### src/rtl/cas64_pkg.sv
package cas64_pkg;
  typedef enum logic [2:0] {
    ST_IDLE, ST_READ, ST_CMP, ST_WRITE, ST_WAIT, ST_DONE
  } cas_state_t;
endpackage

### src/rtl/cas64_ctrl.sv
module cas64_ctrl
  import cas64_pkg::*;
#(
  parameter int LATENCY = 10
) (
  input  logic clk,
  input  logic rst,
  input  logic start,
  input  logic lock_en,
  input  logic ack,
  output logic busy,
  output logic done,
  output logic req,
  output logic we,
  output logic lock,
  output logic cap,
  output logic rd_take,
  output logic cmp_en,
  output logic fin
);
  localparam int CNT_W = $clog2(LATENCY + 1);

  cas_state_t state_q;
  logic [CNT_W-1:0] cnt_q;
  logic lock_q;

  assign cap     = (state_q == ST_IDLE) && start;
  assign rd_take = (state_q == ST_READ) && ack;
  assign cmp_en  = (state_q == ST_CMP);
  assign fin     = (state_q == ST_WAIT) && (cnt_q >= CNT_W'(LATENCY - 1));

  assign busy = (state_q != ST_IDLE);
  assign done = (state_q == ST_DONE);
  assign req  = (state_q == ST_READ) || (state_q == ST_WRITE);
  assign we   = (state_q == ST_WRITE);
  assign lock = lock_q && ((state_q == ST_READ) || (state_q == ST_CMP) ||
                           (state_q == ST_WRITE));

  always_ff @(posedge clk) begin
    if (rst) begin
      state_q <= ST_IDLE;
      cnt_q   <= '0;
      lock_q  <= 1'b0;
    end else begin
      if (state_q != ST_IDLE && cnt_q != CNT_W'(LATENCY)) cnt_q <= cnt_q + 1'b1;
      unique case (state_q)
        ST_IDLE: if (start) begin
          state_q <= ST_READ;
          cnt_q   <= '0;
          lock_q  <= lock_en;
        end
        ST_READ:  if (ack) state_q <= ST_CMP;
        ST_CMP:   state_q <= ST_WRITE;
        ST_WRITE: if (ack) state_q <= ST_WAIT;
        ST_WAIT:  if (fin) state_q <= ST_DONE;
        ST_DONE:  state_q <= ST_IDLE;
        default:  state_q <= ST_IDLE;
      endcase
    end
  end


  lock_release_chk: assert property (@(posedge clk) disable iff (rst)
    $fell(lock) |-> $past(we && ack));

  write_follows_chk: assert property (@(posedge clk) disable iff (rst)
    cmp_en |=> (req && we));

  done_pulse_chk: assert property (@(posedge clk) disable iff (rst)
    done |=> !done);

  start_ignored_chk: assert property (@(posedge clk) disable iff (rst)
    (busy && !done && start) |=> busy);
endmodule

### src/rtl/cas64_datapath.sv
module cas64_datapath #(
  parameter int ADDR_W = 32,
  parameter int HALF_W = 32,
  parameter int FLAG_W = 8,
  parameter int ZF_BIT = 6
) (
  input  logic              clk,
  input  logic              rst,
  input  logic              cap,
  input  logic              rd_take,
  input  logic              cmp_en,
  input  logic              fin,
  input  logic [ADDR_W-1:0] addr_in,
  input  logic [HALF_W-1:0] exp_hi,
  input  logic [HALF_W-1:0] exp_lo,
  input  logic [HALF_W-1:0] new_hi,
  input  logic [HALF_W-1:0] new_lo,
  input  logic [FLAG_W-1:0] flags_in,
  input  logic [2*HALF_W-1:0] rdata,
  output logic [ADDR_W-1:0] addr_o,
  output logic [2*HALF_W-1:0] wdata_o,
  output logic [FLAG_W-1:0] flags_o,
  output logic [HALF_W-1:0] res_hi_o,
  output logic [HALF_W-1:0] res_lo_o
);
  localparam int WORD_W = 2 * HALF_W;
  localparam logic [FLAG_W-1:0] ZMASK = FLAG_W'(1) << ZF_BIT;

  logic [WORD_W-1:0] exp_q, new_q, rd_q;
  logic [FLAG_W-1:0] flg_q;
  logic              match_q;

  always_ff @(posedge clk) begin
    if (rst) begin
      exp_q    <= '0;
      new_q    <= '0;
      rd_q     <= '0;
      flg_q    <= '0;
      match_q  <= 1'b0;
      addr_o   <= '0;
      wdata_o  <= '0;
      flags_o  <= '0;
      res_hi_o <= '0;
      res_lo_o <= '0;
    end else begin
      if (cap) begin
        exp_q  <= {exp_hi, exp_lo};
        new_q  <= {new_hi, new_lo};
        flg_q  <= flags_in;
        addr_o <= addr_in;
      end
      if (rd_take) rd_q <= rdata;
      if (cmp_en) begin
        match_q <= (rd_q == exp_q);
        wdata_o <= (rd_q == exp_q) ? new_q : rd_q;
      end
      if (fin) begin
        flags_o <= (flg_q & ~ZMASK) | (match_q ? ZMASK : '0);
        if (!match_q) {res_hi_o, res_lo_o} <= rd_q;
      end
    end
  end


  res_hold_chk: assert property (@(posedge clk) disable iff (rst)
    ({res_hi_o, res_lo_o} != $past({res_hi_o, res_lo_o})) |-> $past(fin && !match_q));

  flags_when_chk: assert property (@(posedge clk) disable iff (rst)
    (flags_o != $past(flags_o)) |-> $past(fin));

  flags_other_chk: assert property (@(posedge clk) disable iff (rst)
    fin |=> (((flags_o ^ $past(flg_q)) & ~ZMASK) == '0));
endmodule

### src/rtl/cas64_unit.sv
module cas64_unit #(
  parameter int ADDR_W  = 32,
  parameter int FLAG_W  = 8,
  parameter int ZF_BIT  = 6,
  parameter int LATENCY = 10
) (
  input  logic              clk,
  input  logic              rst,
  input  logic              start,
  input  logic              lock_en,
  input  logic [ADDR_W-1:0] addr_in,
  input  logic [31:0]       exp_hi,
  input  logic [31:0]       exp_lo,
  input  logic [31:0]       new_hi,
  input  logic [31:0]       new_lo,
  input  logic [FLAG_W-1:0] flags_in,
  output logic              busy,
  output logic              done,
  output logic [FLAG_W-1:0] flags_out,
  output logic [31:0]       res_hi,
  output logic [31:0]       res_lo,
  output logic              mem_req,
  output logic              mem_we,
  output logic              mem_lock,
  output logic [ADDR_W-1:0] mem_addr,
  output logic [63:0]       mem_wdata,
  input  logic [63:0]       mem_rdata,
  input  logic              mem_ack
);
  logic cap, rd_take, cmp_en, fin;

  cas64_ctrl #(.LATENCY(LATENCY)) u_ctrl (
    .clk(clk), .rst(rst), .start(start), .lock_en(lock_en), .ack(mem_ack),
    .busy(busy), .done(done), .req(mem_req), .we(mem_we), .lock(mem_lock),
    .cap(cap), .rd_take(rd_take), .cmp_en(cmp_en), .fin(fin)
  );

  cas64_datapath #(.ADDR_W(ADDR_W), .HALF_W(32), .FLAG_W(FLAG_W), .ZF_BIT(ZF_BIT)) u_dp (
    .clk(clk), .rst(rst), .cap(cap), .rd_take(rd_take), .cmp_en(cmp_en), .fin(fin),
    .addr_in(addr_in), .exp_hi(exp_hi), .exp_lo(exp_lo), .new_hi(new_hi),
    .new_lo(new_lo), .flags_in(flags_in), .rdata(mem_rdata),
    .addr_o(mem_addr), .wdata_o(mem_wdata), .flags_o(flags_out),
    .res_hi_o(res_hi), .res_lo_o(res_lo)
  );
endmodule

### config.mk
export PLATFORM = sky130hd
export DESIGN_NAME = cas64_unit
export DESIGN_NICKNAME = d
export VERILOG_FILES = /design/src/rtl/cas64_pkg.sv /design/src/rtl/cas64_ctrl.sv /design/src/rtl/cas64_datapath.sv /design/src/rtl/cas64_unit.sv
export SDC_FILE = /design/constraint.sdc
export NUM_CORES = 1
export LEC_CHECK = 0
export BUFFER_PORTS_ARGS = -buffer_cell sky130_fd_sc_hd__buf_2
export CORE_UTILIZATION = 35
export CTS_CLUSTER_SIZE = 14
export DETAILED_ROUTE_END_ITERATION = 10
export HOLD_SLACK_MARGIN = 0.08
export PLACE_DENSITY = 0.62
export RECOVER_POWER = 25
export SETUP_SLACK_MARGIN = 0.3
export SYNTH_ARGS = -nofsm -noshare
export SYNTH_HDL_FRONTEND = slang
export SYNTH_HIERARCHICAL = 1
export SYNTH_SLANG_ARGS = --single-unit
### constraint.sdc
create_clock -name clk -period 2.9 [get_ports clk]
set_clock_uncertainty 0.15 [all_clocks]
set_input_delay 0.29 -clock clk [delete_from_list [all_inputs] [get_ports clk]]
set_output_delay 0.29 -clock clk [all_outputs]
set_load 0.02 [all_outputs]
Yosys cells after proc, flatten, opt, wreduce, memory -nomap -nowiden

Index checks and enable logic that the tools add are counted.

Output and inout bits: 173
Bits in registers: 377

Reduce and logical (&&, ||, !) cells: 13
$add $sub $neg: 1
Eq/ne operators: 11
Muxes and demuxes: 10
$lt $le $gt $ge: 1
Bitwise logic cells: 2

Operators with widths:

| kind                                                                     | number |
|---|---|
| 64-bit == test                                                           | 1 |
| 64-bit 2-to-1 mux                                                        | 1 |
| 3-bit one-hot mux with 5 select lines                                    | 1 |
| 3-bit 2-to-1 mux                                                         | 4 |
| 4-bit 2-to-1 mux                                                         | 3 |
| 8-bit bitwise OR                                                         | 1 |
| 7-bit 2-to-1 mux                                                         | 1 |
| 3-bit by 2-bit == test with 1-bit output (second input constant)         | 2 |
| 3-bit == test (second input constant)                                    | 2 |
| 2-bit inequality test (second input constant)                            | 3 |
| 1-bit logical AND                                                        | 5 |
| 4-bit by 1-bit adder with 4-bit output (second input constant)           | 1 |
| 4-bit >= comparator (second input constant)                              | 1 |
| 4-bit inequality test (second input constant)                            | 1 |
| 2-bit AND reduction                                                      | 2 |
| 4-bit AND reduction                                                      | 1 |
| 3-bit by 1-bit == test with 1-bit output (second input constant)         | 1 |
| 3-bit logical NOT                                                        | 1 |
| 1-bit logical OR                                                         | 3 |
| 3-bit nonzero test                                                       | 1 |
| 2-bit by 1-bit inequality test with 1-bit output (second input constant) | 1 |
| 1-bit inverter                                                           | 1 |

Logic depth before layout (Yosys ltp)

Gate-level depths: netlist of the first run.

Word-level depth: 5
Gate-level depth with buffers: 10
Depth with buffers taken out: 7

Modules after synthesis

The synthesis of the first run kept the hierarchy.

By module, submodules not included:

| module         | area each (µm²) | cells each | times used | sequential area each (µm²) |
|---|---|---|---|---|
| cas64_datapath | 13,997.2        | 1,422      | 1          | 7,367.1 |
| cas64_ctrl     | 520.5           | 58         | 1          | 160.2 |

Worst setup path before layout of the first run

No wires, ideal clock.

Path kind: reg-to-reg
From: register u_ctrl.cnt_q[0]
To: register u_dp.res_hi_o[0]
Data arrival time: 2,271 ps
Period minus slack after synthesis: 2,492 ps
Buffers on the path: 3
Setup time: 70 ps
Setup slack: 408 ps
Stages on the path, launching flop included: 11
Required time: 2,680 ps
Path through: dfxtp_1 -> inv_1 -> ha_1 -> or3b_1 -> and4_1 -> clkbuf_1 -> nor2b_1 -> clkbuf_1 -> clkbuf_1 -> nand2_1 -> a21oi_1

Cells in the longest elaborated chain, start to end: 3

Ends and longest elaborated chain:

| what                          | line                 | RTL |
|---|---|---|
| start, declared               | cas64_ctrl.sv:24     | `logic [CNT_W-1:0] cnt_q;` |
| start signal, assigned        | cas64_ctrl.sv:45     | `if (state_q != ST_IDLE && cnt_q != CNT_W'(LATENCY)) cnt_q <= cnt_q + 1'b1;` |
| 4-bit >= comparator           | cas64_ctrl.sv:30     | `assign fin = (state_q == ST_WAIT) && (cnt_q >= CNT_W'(LATENCY - 1));` |
| 1-bit logical AND             | cas64_ctrl.sv:30     |  |
| named net fin                 | cas64_unit.sv:30     | `logic cap, rd_take, cmp_en, fin;` |
| 2-bit AND reduction (no line) | -                    |  |
| end signal, assigned          | cas64_datapath.sv:59 | `if (!match_q) {res_hi_o, res_lo_o} <= rd_q;` |
| end, declared                 | cas64_datapath.sv:23 | `output logic [HALF_W-1:0] res_hi_o,` |

The timed path passes the listed nets, and every way through them passes these cells.
A chain may end at the register's enable or synchronous reset.

Final worst setup path of the first run

From: register u_dp.rd_q[17]
To: register u_dp.wdata_o[29]

Cells in the longest elaborated chain, start to end: 2

Ends and longest elaborated chain:

| what                   | line                 | RTL |
|---|---|---|
| start, declared        | cas64_datapath.sv:29 | `logic [WORD_W-1:0] exp_q, new_q, rd_q;` |
| start signal, assigned | cas64_datapath.sv:52 | `if (rd_take) rd_q <= rdata;` |
| 64-bit == test         | cas64_datapath.sv:55 | `wdata_o <= (rd_q == exp_q) ? new_q : rd_q;` |
| 64-bit 2-to-1 mux      | cas64_datapath.sv:55 |  |
| end signal, assigned   | cas64_datapath.sv:55 |  |
| end, declared          | cas64_datapath.sv:21 | `output logic [2*HALF_W-1:0] wdata_o,` |

Every way passes these cells.

==> results of run 1 <==
-- cell families after synthesis --
kind of cell,after synthesis,share of synthesized area
mux,305,0.210
xor+xnor,65,0.0392
simple gates,481,0.135
flops,376,0.518
buf+inv,110,0.0339
fa+ha+maj,4,0.00345
compound gates,139,0.0600
-- flip-flops by register name (all words and copies together), names as in the netlist, 7 cells and up --
name           flops
u_dp/addr_o       32
u_dp/exp_q        64
u_dp/flags_o       8
u_dp/flg_q         7
u_dp/new_q        64
u_dp/rd_q         64
u_dp/res_hi_o     32
u_dp/res_lo_o     32
u_dp/wdata_o      64
-- final cells by class --
class | count | area, sq um
Fill cell | 3609 | 19400
Sequential cell | 376 | 7550
Multi-Input combinational cell | 994 | 6730
Timing Repair Buffer | 706 | 5020
Clock buffer | 61 | 1270
Tap cell | 532 | 666
Clock inverter | 12 | 173
Inverter | 4 | 15.0
Antenna cell | 3 | 7.51
-- cell usage after synthesis --
cell type,n
a211o_1,1
a211oi_1,65
a21oi_1,68
a21oi_2,1
and3b_1,2
and4_1,1
buf_1,26
buf_4,2
buf_6,2
buf_8,5
clkbuf_1,71
dfxtp_1,376
ha_1,4
inv_1,3
inv_2,1
mux2i_1,305
nand2_1,131
nand2b_1,1
nand3_1,3
nand3b_1,1
nand4_1,5
nand4b_1,1
nor2_1,307
nor2b_1,2
nor3_1,3
nor3_4,1
nor3b_1,2
nor4_1,16
nor4_2,1
nor4b_4,1
o21ai_0,3
o21ba_2,1
or2_2,1
or3_1,1
or3b_1,1
xor2_1,65
-- through the flow --
stage               setup slack [ns]  power [mW]  std cells  cell area, sq um  utilization
global placement               0.180        7.38       2352             17300        0.423
detailed placement             0.109        7.42       2352             17300        0.423
global route                   0.215        13.7       2688             21400        0.525
floorplan                      0.408        6.76       1480             14500            -
finish                         0.379        13.2       2688             21400        0.525
CTS                            0.313        13.3       2678             21300        0.522
-- where the power goes --
part | internal (mW) | total, mW | switching (mW)
Combinational | 0.933 | 1.96 | 1.02
Sequential | 5.47 | 5.70 | 0.233
Clock | 3.39 | 5.56 | 2.17
Total | 9.80 | 13.2 | 3.42
-- routing by layer --
layer  vias to the layer above  track usage  part of all wire
li1                       6284            -                 -
met1                      6128        0.275              0.42
met3                        89       0.0475             0.063
met4                         0       0.0839             0.031
met5                         -            0                 0
met2                       415        0.382              0.48
-- worst max-delay path: stages (launching register included) --
cell and delay [ns]:
dfxtp_1 0.34, xor2_1 0.23, nor4_2 0.36, nand4_1 0.19, nor4_4 0.30, buf_4 0.19
buf_12 0.21, mux2i_1 0.28, a211oi_1 0.11
-- worst paths after layout --
path | startpoint | end
setup / recovery | u_dp/rd_q[17]$_SDFFE_PP0P_ | u_dp/wdata_o[29]$_SDFFE_PP0P_
hold / removal | start | u_ctrl/state_q[0]$_SDFFE_PP0P_
setup reg to reg | u_dp/rd_q[17]$_SDFFE_PP0P_ | u_dp/wdata_o[29]$_SDFFE_PP0P_
hold reg to reg | u_dp/res_lo_o[31]$_SDFFE_PP0P_ | u_dp/res_lo_o[31]$_SDFFE_PP0P_
-- repair_timing --
item | 4_1_cts | 5_1_grt
setup endpoints to repair | 64 | 73
resized for setup | 10 | 46
buffers inserted | 2 | 3
hold buffers | 250 | 0
pin swaps | 4 | 37
endpoints found under the hold margin | 245 | 0
cloned | 1 | 4
==> out/metrics.csv, run 1 <==
metric,value,unit
overall routed net length,50200,um
CTS Sinks,376,
leakage power,8.76,nW
final setup fails,0,
Post-DP HPWL,32100,um
CTS max path bufs,3,
Hold Path Depth,4,
Crit Path Class,flip-flop to flip-flop,
PortBufs,408,
Synth Net Count,1721,
Die W,206,um
Iteration-0 DRC Markers,622,
CTS root buf,clkbuf_16,
"Clk Latency, worst-skew pair",0.56,ns
Setup crit start kind,flip-flop,
WP data required,3.17,ns
cts bufs inserted,42,
Vias/cell,4.81,
"commonest cells after routing, fill and taps aside","360 x dfxtp_1, 307 x nor2_1, 299 x mux2i_1",
worst hold path type,primary input to flip-flop,
outcome,"finished, final reports clean",
Slew HR,0.522,
synth warn,6,
Initial DRT Pass Iterations,5,
Least-Margin Pin Slew,0.718,ns
CTS tree,yes,
GRT Residual Overflow,0,
"Hold Vio Cnt, Final",0,
DR vias,12900,
share of layout cells above drive strength 1,0.209,
initial antenna violation count,3,
WHS,0.115,ns
CP Capture Type,flip-flop,
crit-path max FO,19,
# IOs,410,
flop2flop setup slack,0.38,ns
Max Clock Freq,0.397,GHz
worst vdd ir,0.000495,V
# H-tree levels,2,
register area share after synthesis,0.518,
Placer Congestion,0.793,
first-pass GRT wire length,72600,um
Syn Std Cell Area,14500,sq um
Area Growth Syn to Fin,47.7,%
crit share post-route,0.869,
initial cell density of the core,0.356,
Die Footprint,42300,sq um
Die Y,206,um
Final min period,2.52,ns
RSZ-0062 raised after global routing,true,
Total GRT Usage,0.224,
CP Data Arrival Time,2.79,ns
syn_area_per_cell,9.81,sq um
drt drc,0,
Synth area leader,dfxtp_1,
"most common cell after layout, fill and taps aside",dfxtp_1,
Cell Pwr Density,617,nW/um^2
Synth cell types,36,
Layout Nets,2365,
post-DR wirelength/cell,18.7,um
ranking of synthesized cells by area,"dfxtp_1 52%, mux2i_1 21%, nor2_1 7.9%",
largest net degree at the start of global routing,96,
max cap viols,0,
Reg2Reg Depth,8,
setup TNS,0,ns
area share of the largest cell type after synthesis,0.518,
DRT antenna net count,0,
Final Max Slew Viols,0,
clk slew on worst S/H paths,0.06,ns
row cnt,74,
core area,40800,sq um
Gate Count Post-Synth,1480,
#FFs+latches synth,376,
vias in the first global route,12800,
Note: power is estimated with default switching activity, not from simulation.
==> run 2: changes to the inputs <==
--- a/config.mk
+++ b/config.mk
@@ -6,11 +6,13 @@
 export NUM_CORES = 1
 export LEC_CHECK = 0
 export BUFFER_PORTS_ARGS = -buffer_cell sky130_fd_sc_hd__buf_2
+export CELL_PAD_IN_SITES_DETAIL_PLACEMENT = 0
+export CELL_PAD_IN_SITES_GLOBAL_PLACEMENT = 1
 export CORE_UTILIZATION = 35
 export CTS_CLUSTER_SIZE = 14
 export DETAILED_ROUTE_END_ITERATION = 10
 export HOLD_SLACK_MARGIN = 0.08
-export PLACE_DENSITY = 0.62
+export PLACE_DENSITY = 0.77
 export RECOVER_POWER = 25
 export SETUP_SLACK_MARGIN = 0.3
 export SYNTH_ARGS = -nofsm -noshare
==> run 2 against run 1 <==
Fmax down 4.6%. Total power up 0.37%. Global-route usage down 0.66 points. Wire length down 1.7%. Die area unchanged. Utilization up 0.56 points. Combinational power about the same. Non-clock buffer count up 17. Critical path depth unchanged. Clock power up 1%. Largest cell class unchanged.
==> out/metrics.csv, run 2 (synthesis gave the netlist of run 1 again) <==
metric,value,unit,change
Cell Pwr Density,612,nW/um^2,-0.70%
DRT antenna net count,0,,unchanged
GRT Residual Overflow,0,,unchanged
Slew HR,0.568,,+0.0468
CTS root buf,clkbuf_16,,
core area,40800,sq um,unchanged
"Clk Latency, worst-skew pair",0.56,ns,about the same
"most common cell after layout, fill and taps aside",dfxtp_1,,
Setup crit start kind,flip-flop,,
Die Footprint,42300,sq um,unchanged
CTS tree,yes,,
worst hold path type,flip-flop to flip-flop,,
worst vdd ir,0.000477,V,-3.6%
Hold Path Depth,2,,-2
CP Data Arrival Time,2.90,ns,+0.11 ns
Net Sw Power,3.42,mW,-0.10%
vias in the first global route,12600,,-1.5%
Die Y,206,um,unchanged
WL met2,23800,um,-1.8%
row cnt,74,,unchanged
CP Capture Type,flip-flop,,
Least-Margin Pin Slew,0.645,ns,-0.0724 ns
CP max-delay cell,dfxtp_1,,
Top Metal Used,met4,,
first-pass GRT wire length,70700,um,-2.6%
setup TNS,0,ns,unchanged
design area,21700,sq um,+1.1%
cts bufs inserted,42,,unchanged
Int Power,9.85,mW,+0.54%
sequential share of power,0.430,,about the same
Total GRT Usage,0.217,,-0.00660
Final Max Slew Viols,0,,unchanged
CTS Sinks,376,,unchanged
Crit Path Class,flip-flop to flip-flop,,
leakage power,8.90,nW,+1.6%
DR vias,13000,,+0.84%
Iteration-0 DRC Markers,688,,+11%
Gate power share,0.146,,-0.002
CTS max path bufs,3,,unchanged
M1 WL,21300,um,-0.23%
crit share post-route,0.911,,+0.0417
CP Cell Sequence,xor2_1 > nor4_1 > nand4_1 > nor4_4 > buf_6 > clkbuf_16 > mux2i_1 > a211oi_1,,
max cap viols,0,,unchanged
Vias/cell,4.81,,about the same
outcome,"finished, final reports clean",,
RSZ-0062 raised after global routing,true,,
Initial DRT Pass Iterations,5,,unchanged
flop2flop setup slack,0.26,ns,-0.12 ns
Reg2Reg Depth,8,,unchanged
crit-path max FO,7,,-12
Final Power,13.3,mW,+0.37%
overall routed net length,49300,um,-1.7%
metal3 WL,2950,um,-6.3%
Max Clock Freq,0.379,GHz,-4.6%
WP data required,3.15,ns,-0.02 ns
final setup fails,0,,unchanged
dpl cell area,17200,sq um,-0.33%
Final min period,2.64,ns,+0.121 ns
Placer Congestion,0.792,,about the same
# H-tree levels,2,,unchanged
initial cell density of the core,0.356,,unchanged
drt drc,0,,unchanged
"commonest cells after routing, fill and taps aside","369 x dfxtp_1, 307 x nor2_1, 293 x mux2i_1",,
Die W,206,um,unchanged
post-DR wirelength/cell,18.2,um,-2.5%
# IOs,410,,unchanged
largest net degree at the start of global routing,89,,-7.3%
Clock power frac,0.424,,+0.003
clk slew on worst S/H paths,0.06,ns,about the same
Area Growth Syn to Fin,49.3,%,
switch share,0.258,,-0.00123
share of layout cells above drive strength 1,0.202,,-0.00652
initial antenna violation count,4,,+1
CP max stage delay,0.47,ns,+0.11 ns
"Hold Vio Cnt, Final",0,,unchanged
Post-DP HPWL,32300,um,+0.65%
PortBufs,408,,unchanged
Layout Nets,2382,,+0.72%
==> run 2: cell types whose count changed in the layout (fill, tap and decap cells not counted), moves of 4 or more <==
cell / before / now
buf_4: 27 / 21
clkbuf_8: 13 / 9
clkinv_2: 4 / 8
dfxtp_1: 360 / 369
dfxtp_2: 14 / 5
dlygate4sd3_1: 250 / 270
mux2i_1: 299 / 293
xor2_1: 57 / 63
xor2_2: 8 / 1
==> run 2: cell type report <==
type,instances,area (sq um)
well taps,532,666
inverters,4,15.0
multi-input cells,994,6740
repair buffers,723,5230
clock buffers,57,1200
fillers,3726,19200
flip-flops and latches,376,7540
diodes,4,10.0
clock inverters,19,272
==> run 2: what timing repair did <==
item,4_1_cts,5_1_grt
buffers inserted,0,4
pin swaps,1,48
setup endpoints to repair,63,91
hold buffers,270,0
hold endpoints to repair,247,0
gates resized for setup,5,48
cloned,0,8
==> run 2: worst max-delay path, delay by kind of cell (launching register included) <==
kind	cells	cell delay, ns
and+or+nand+nor	3	0.97
DFF	1	0.47
AOI/OAI and AO/OA	1	0.09
buffers and inverters	2	0.47
xor gates and xnor gates	1	0.14
muxes	1	0.20
==> run 2: per-stage QoR <==
step                       util  instances  setup slack (ns)  hold WS [ns]
after floorplan               -       1480             0.408         0.202
after global placement    0.421       2347             0.172         0.290
after detailed placement  0.421       2347             0.170         0.293
after CTS                 0.524       2693             0.306         0.302
after global routing      0.531       2709             0.181         0.330
final                     0.531       2709             0.258         0.303
==> run 2: path summary, 6_finish.rpt <==
check	from	to
hold reg to reg	u_dp/res_hi_o[24]$_SDFFE_PP0P_	u_dp/res_hi_o[24]$_SDFFE_PP0P_
setup / recovery	u_dp/rd_q[15]$_SDFFE_PP0P_	u_dp/wdata_o[21]$_SDFFE_PP0P_
setup reg to reg	u_dp/rd_q[15]$_SDFFE_PP0P_	u_dp/wdata_o[21]$_SDFFE_PP0P_
hold / removal	u_dp/res_hi_o[24]$_SDFFE_PP0P_	u_dp/res_hi_o[24]$_SDFFE_PP0P_
==> run 2: layer usage <==
layer	vias up	global-route usage
met4	0	0.0772
met5	-	0
met1	6184	0.276
li1	6350	-
met3	91	0.0455
met2	399	0.362
==> run 2: power groups by stage <==
stage / combinational [mW] / sequential [mW] / clock [mW]
after global placement: 1.56 / 5.79 / 0
after global routing: 2.09 / 5.74 / 5.98
after CTS: 1.91 / 5.69 / 5.76
after floorplan: 0.896 / 5.86 / 0
after detailed placement: 1.58 / 5.80 / 0
final: 1.93 / 5.70 / 5.63
==> run 3: changes to the inputs <==
--- a/config.mk
+++ b/config.mk
@@ -12,7 +12,7 @@
 export CTS_CLUSTER_SIZE = 14
 export DETAILED_ROUTE_END_ITERATION = 10
 export HOLD_SLACK_MARGIN = 0.08
-export PLACE_DENSITY = 0.77
+export PLACE_DENSITY_LB_ADDON = 0.3
 export RECOVER_POWER = 25
 export SETUP_SLACK_MARGIN = 0.3
 export SYNTH_ARGS = -nofsm -noshare
==> constraint.sdc (replaced) <==
create_clock -name clk -period 2.9 [get_ports clk]
set_clock_uncertainty 0.15 [all_clocks]
set_input_delay 0.29 -clock clk [delete_from_list [all_inputs] [get_ports clk]]
set_output_delay 0.29 -clock clk [all_outputs]
set_load 0.01 [all_outputs]
==> run 3 against run 2 <==
First-iteration DRC count is 10% lower. Critical path depth is 1 higher. Count of clock-buffer cells in the layout is 3 higher. Die area stayed put.
==> out/metrics.csv, run 3 (synthesis gave the netlist of run 1 again) <==
metric,value,unit,change
overall routed net length,48800,um,-1.2%
switch share,0.252,,-0.00565
CTS root buf,clkbuf_16,,
multi-input logic area,6680,sq um,-1.0%
"Clk Latency, worst-skew pair",0.56,ns,about the same
crit-path leading delay family,simple AND/OR/NAND/NOR gates,,
register area,7550,sq um,+0.12%
CTS tree,yes,,
Int Power,9.80,mW,-0.51%
Least-Margin Pin Slew,1.45,ns,+0.807 ns
WP data required,3.11,ns,-0.04 ns
DR vias,12500,,-3.9%
core area,40800,sq um,unchanged
Placer Congestion,0.767,,-3.2%
Die W,206,um,unchanged
Initial DRT Pass Iterations,7,,+2
outcome,"finished, final reports clean",,
Final Max Slew Viols,0,,unchanged
"non-filler cells, final",2674,,-1.3%
Crit Path Class,flip-flop to flip-flop,,
share of layout cells above drive strength 1,0.203,,+0.000874
largest net degree at the start of global routing,109,,+22%
vias in the first global route,12700,,+0.66%
Layout Nets,2347,,-1.5%
Die Y,206,um,unchanged
# fillers,3800,,+2.0%
PortBufs,408,,unchanged
post-route setup slack,0.354,ns,+0.0956 ns
Setup Slack @ Placement,0.134,ns,-0.0364 ns
RSZ-0062 raised after global routing,true,,
Die Footprint,42300,sq um,unchanged
CTS max path bufs,3,,unchanged
Bufs and invs on worst path,3,,+1
CTS Sinks,376,,unchanged
clk slew on worst S/H paths,0.06,ns,about the same
DRT antenna net count,0,,unchanged
cts bufs inserted,42,,unchanged
reg2reg end,u_dp/wdata_o[62]$_SDFFE_PP0P_,,
"commonest cells after routing, fill and taps aside","360 x dfxtp_1, 307 x nor2_1, 301 x mux2i_1",,
reg2reg start,u_dp/rd_q[12]$_SDFFE_PP0P_,,
Final min period,2.55,ns,-0.0956 ns
worst vdd ir,0.000350,V,-27%
Total GRT Usage,0.222,,+0.00463
Post-DP HPWL,32200,um,-0.44%
Setup crit start kind,flip-flop,,
CP max stage delay,0.35,ns,-0.12 ns
Hold Path Depth,2,,unchanged
leakage power,8.65,nW,-2.9%
Gate power share,0.138,,-0.008
Clock power frac,0.428,,+0.004
Hold Path Sink,u_dp/res_hi_o[27]$_SDFFE_PP0P_,,
Placed Cells,2351,,+0.17%
Slew HR,0.0322,,-0.536
flop2flop setup slack,0.35,ns,+0.10 ns
Vias/cell,4.68,,-2.7%
post-DR wirelength/cell,18.2,um,+0.11%
GRT Residual Overflow,0,,unchanged
setup TNS,0,ns,unchanged
"Hold Vio Cnt, Final",0,,unchanged
# H-tree levels,2,,unchanged
# IOs,410,,unchanged
CP Capture Type,flip-flop,,
CP Data Arrival Time,2.76,ns,-0.14 ns
hold_sp,u_dp/res_hi_o[27]$_SDFFE_PP0P_,,
first-pass GRT wire length,72200,um,+2.1%
Reg2Reg Depth,9,,+1
sequential share of power,0.435,,+0.005
Net Sw Power,3.30,mW,-3.4%
Cell Pwr Density,618,nW/um^2,+0.91%
max cap viols,0,,unchanged
row cnt,74,,unchanged
initial antenna violation count,3,,-1
drt drc,0,,unchanged
CP Cell Sequence,xor2_1 > nor4_2 > nand4_1 > nor4_4 > buf_4 > buf_6 > buf_12 > mux2i_1 > a211oi_1,,
crit share post-route,0.878,,-0.0330
Max Clock Freq,0.393,GHz,+3.8%
"most common cell after layout, fill and taps aside",dfxtp_1,,
WHS,0.304,ns,+0.000716 ns
crit-path max FO,8,,+1
worst hold path type,flip-flop to flip-flop,,
Area Growth Syn to Fin,46.0,%,
initial cell density of the core,0.356,,unchanged
final setup fails,0,,unchanged
Final Power,13.1,mW,-1.3%
CP max-delay cell,dfxtp_2,,
Iteration-0 DRC Markers,619,,-10%
==> run 3: changes by cell type in the layout (fill, tap and decap cells not counted), moves of 4 or more <==
cell	delta
a211oi_1	+6
clkbuf_16	-4
dfxtp_2	+10
dfxtp_1	-9
mux2i_2	-6
mux2i_1	+8
dlygate4sd3_1	-32
xor2_2	+4
a211oi_2	-6
==> run 3: through the flow <==
stage	instance area [sq um]	utilization
after floorplan	14500	-
final	21200	0.519
after detailed placement	17300	0.423
after global placement	17300	0.423
after global routing	21200	0.519
after CTS	21200	0.518
==> run 3: cell type report <==
| type | instances | area share |
|---|---|---|
| well taps | 532 | 0.0314 |
| flip-flops and latches | 376 | 0.356 |
| diodes | 3 | 0.000354 |
| clock buffers | 60 | 0.0585 |
| inverters | 4 | 0.000708 |
| clock inverters | 17 | 0.0105 |
| multi-input cells | 994 | 0.315 |
| repair buffers | 688 | 0.228 |
==> run 3: tightest hold or removal path, stage by stage (launching register included) <==
cell and delay, ns:
dfxtp_1 0.30, nand2_1 0.05, a21oi_1 0.05
==> run 3: how the worst max path moves through the flow <==
stage                                           from                            end  cells after the start
after floorplan           u_ctrl/cnt_q[0]$_SDFF_PP0_  u_dp/res_hi_o[0]$_SDFFE_PP0P_                     10
after global placement    u_dp/rd_q[28]$_SDFFE_PP0P_  u_dp/wdata_o[38]$_SDFFE_PP0P_                      8
after detailed placement  u_dp/rd_q[28]$_SDFFE_PP0P_  u_dp/wdata_o[50]$_SDFFE_PP0P_                      8
after CTS                 u_dp/rd_q[57]$_SDFFE_PP0P_   u_dp/wdata_o[8]$_SDFFE_PP0P_                     10
after global routing      u_dp/rd_q[39]$_SDFFE_PP0P_  u_dp/wdata_o[62]$_SDFFE_PP0P_                      9
final                     u_dp/rd_q[12]$_SDFFE_PP0P_  u_dp/wdata_o[62]$_SDFFE_PP0P_                      9
==> run 3: power by group through the flow <==
stage,sequential (mW),clock [mW],combinational [mW]
3_3_place_gp,5.79,0,1.51
5_1_grt,5.73,5.96,1.97
2_1_floorplan,5.78,0,0.892
3_5_place_dp,5.80,0,1.52
4_1_cts,5.68,5.76,1.81
6_report,5.70,5.60,1.80
==> run 3: metal layers <==
layer  routed length (um)  global-route usage  up-vias
met5                    0                   0        -
met4                 1260              0.0757        0
met3                 2660              0.0432       73
met2                23200               0.376      315
met1                21600               0.280     5884
li1                     -                   -     6242
==> run 3: what timing repair did <==
action | CTS | global route
cloned | 1 | 2
setup endpoints to repair | 64 | 64
hold endpoints to repair | 238 | 0
resized for setup | 5 | 39
pin swaps | 2 | 19
hold buffers | 238 | 0
buffers inserted | 2 | 0
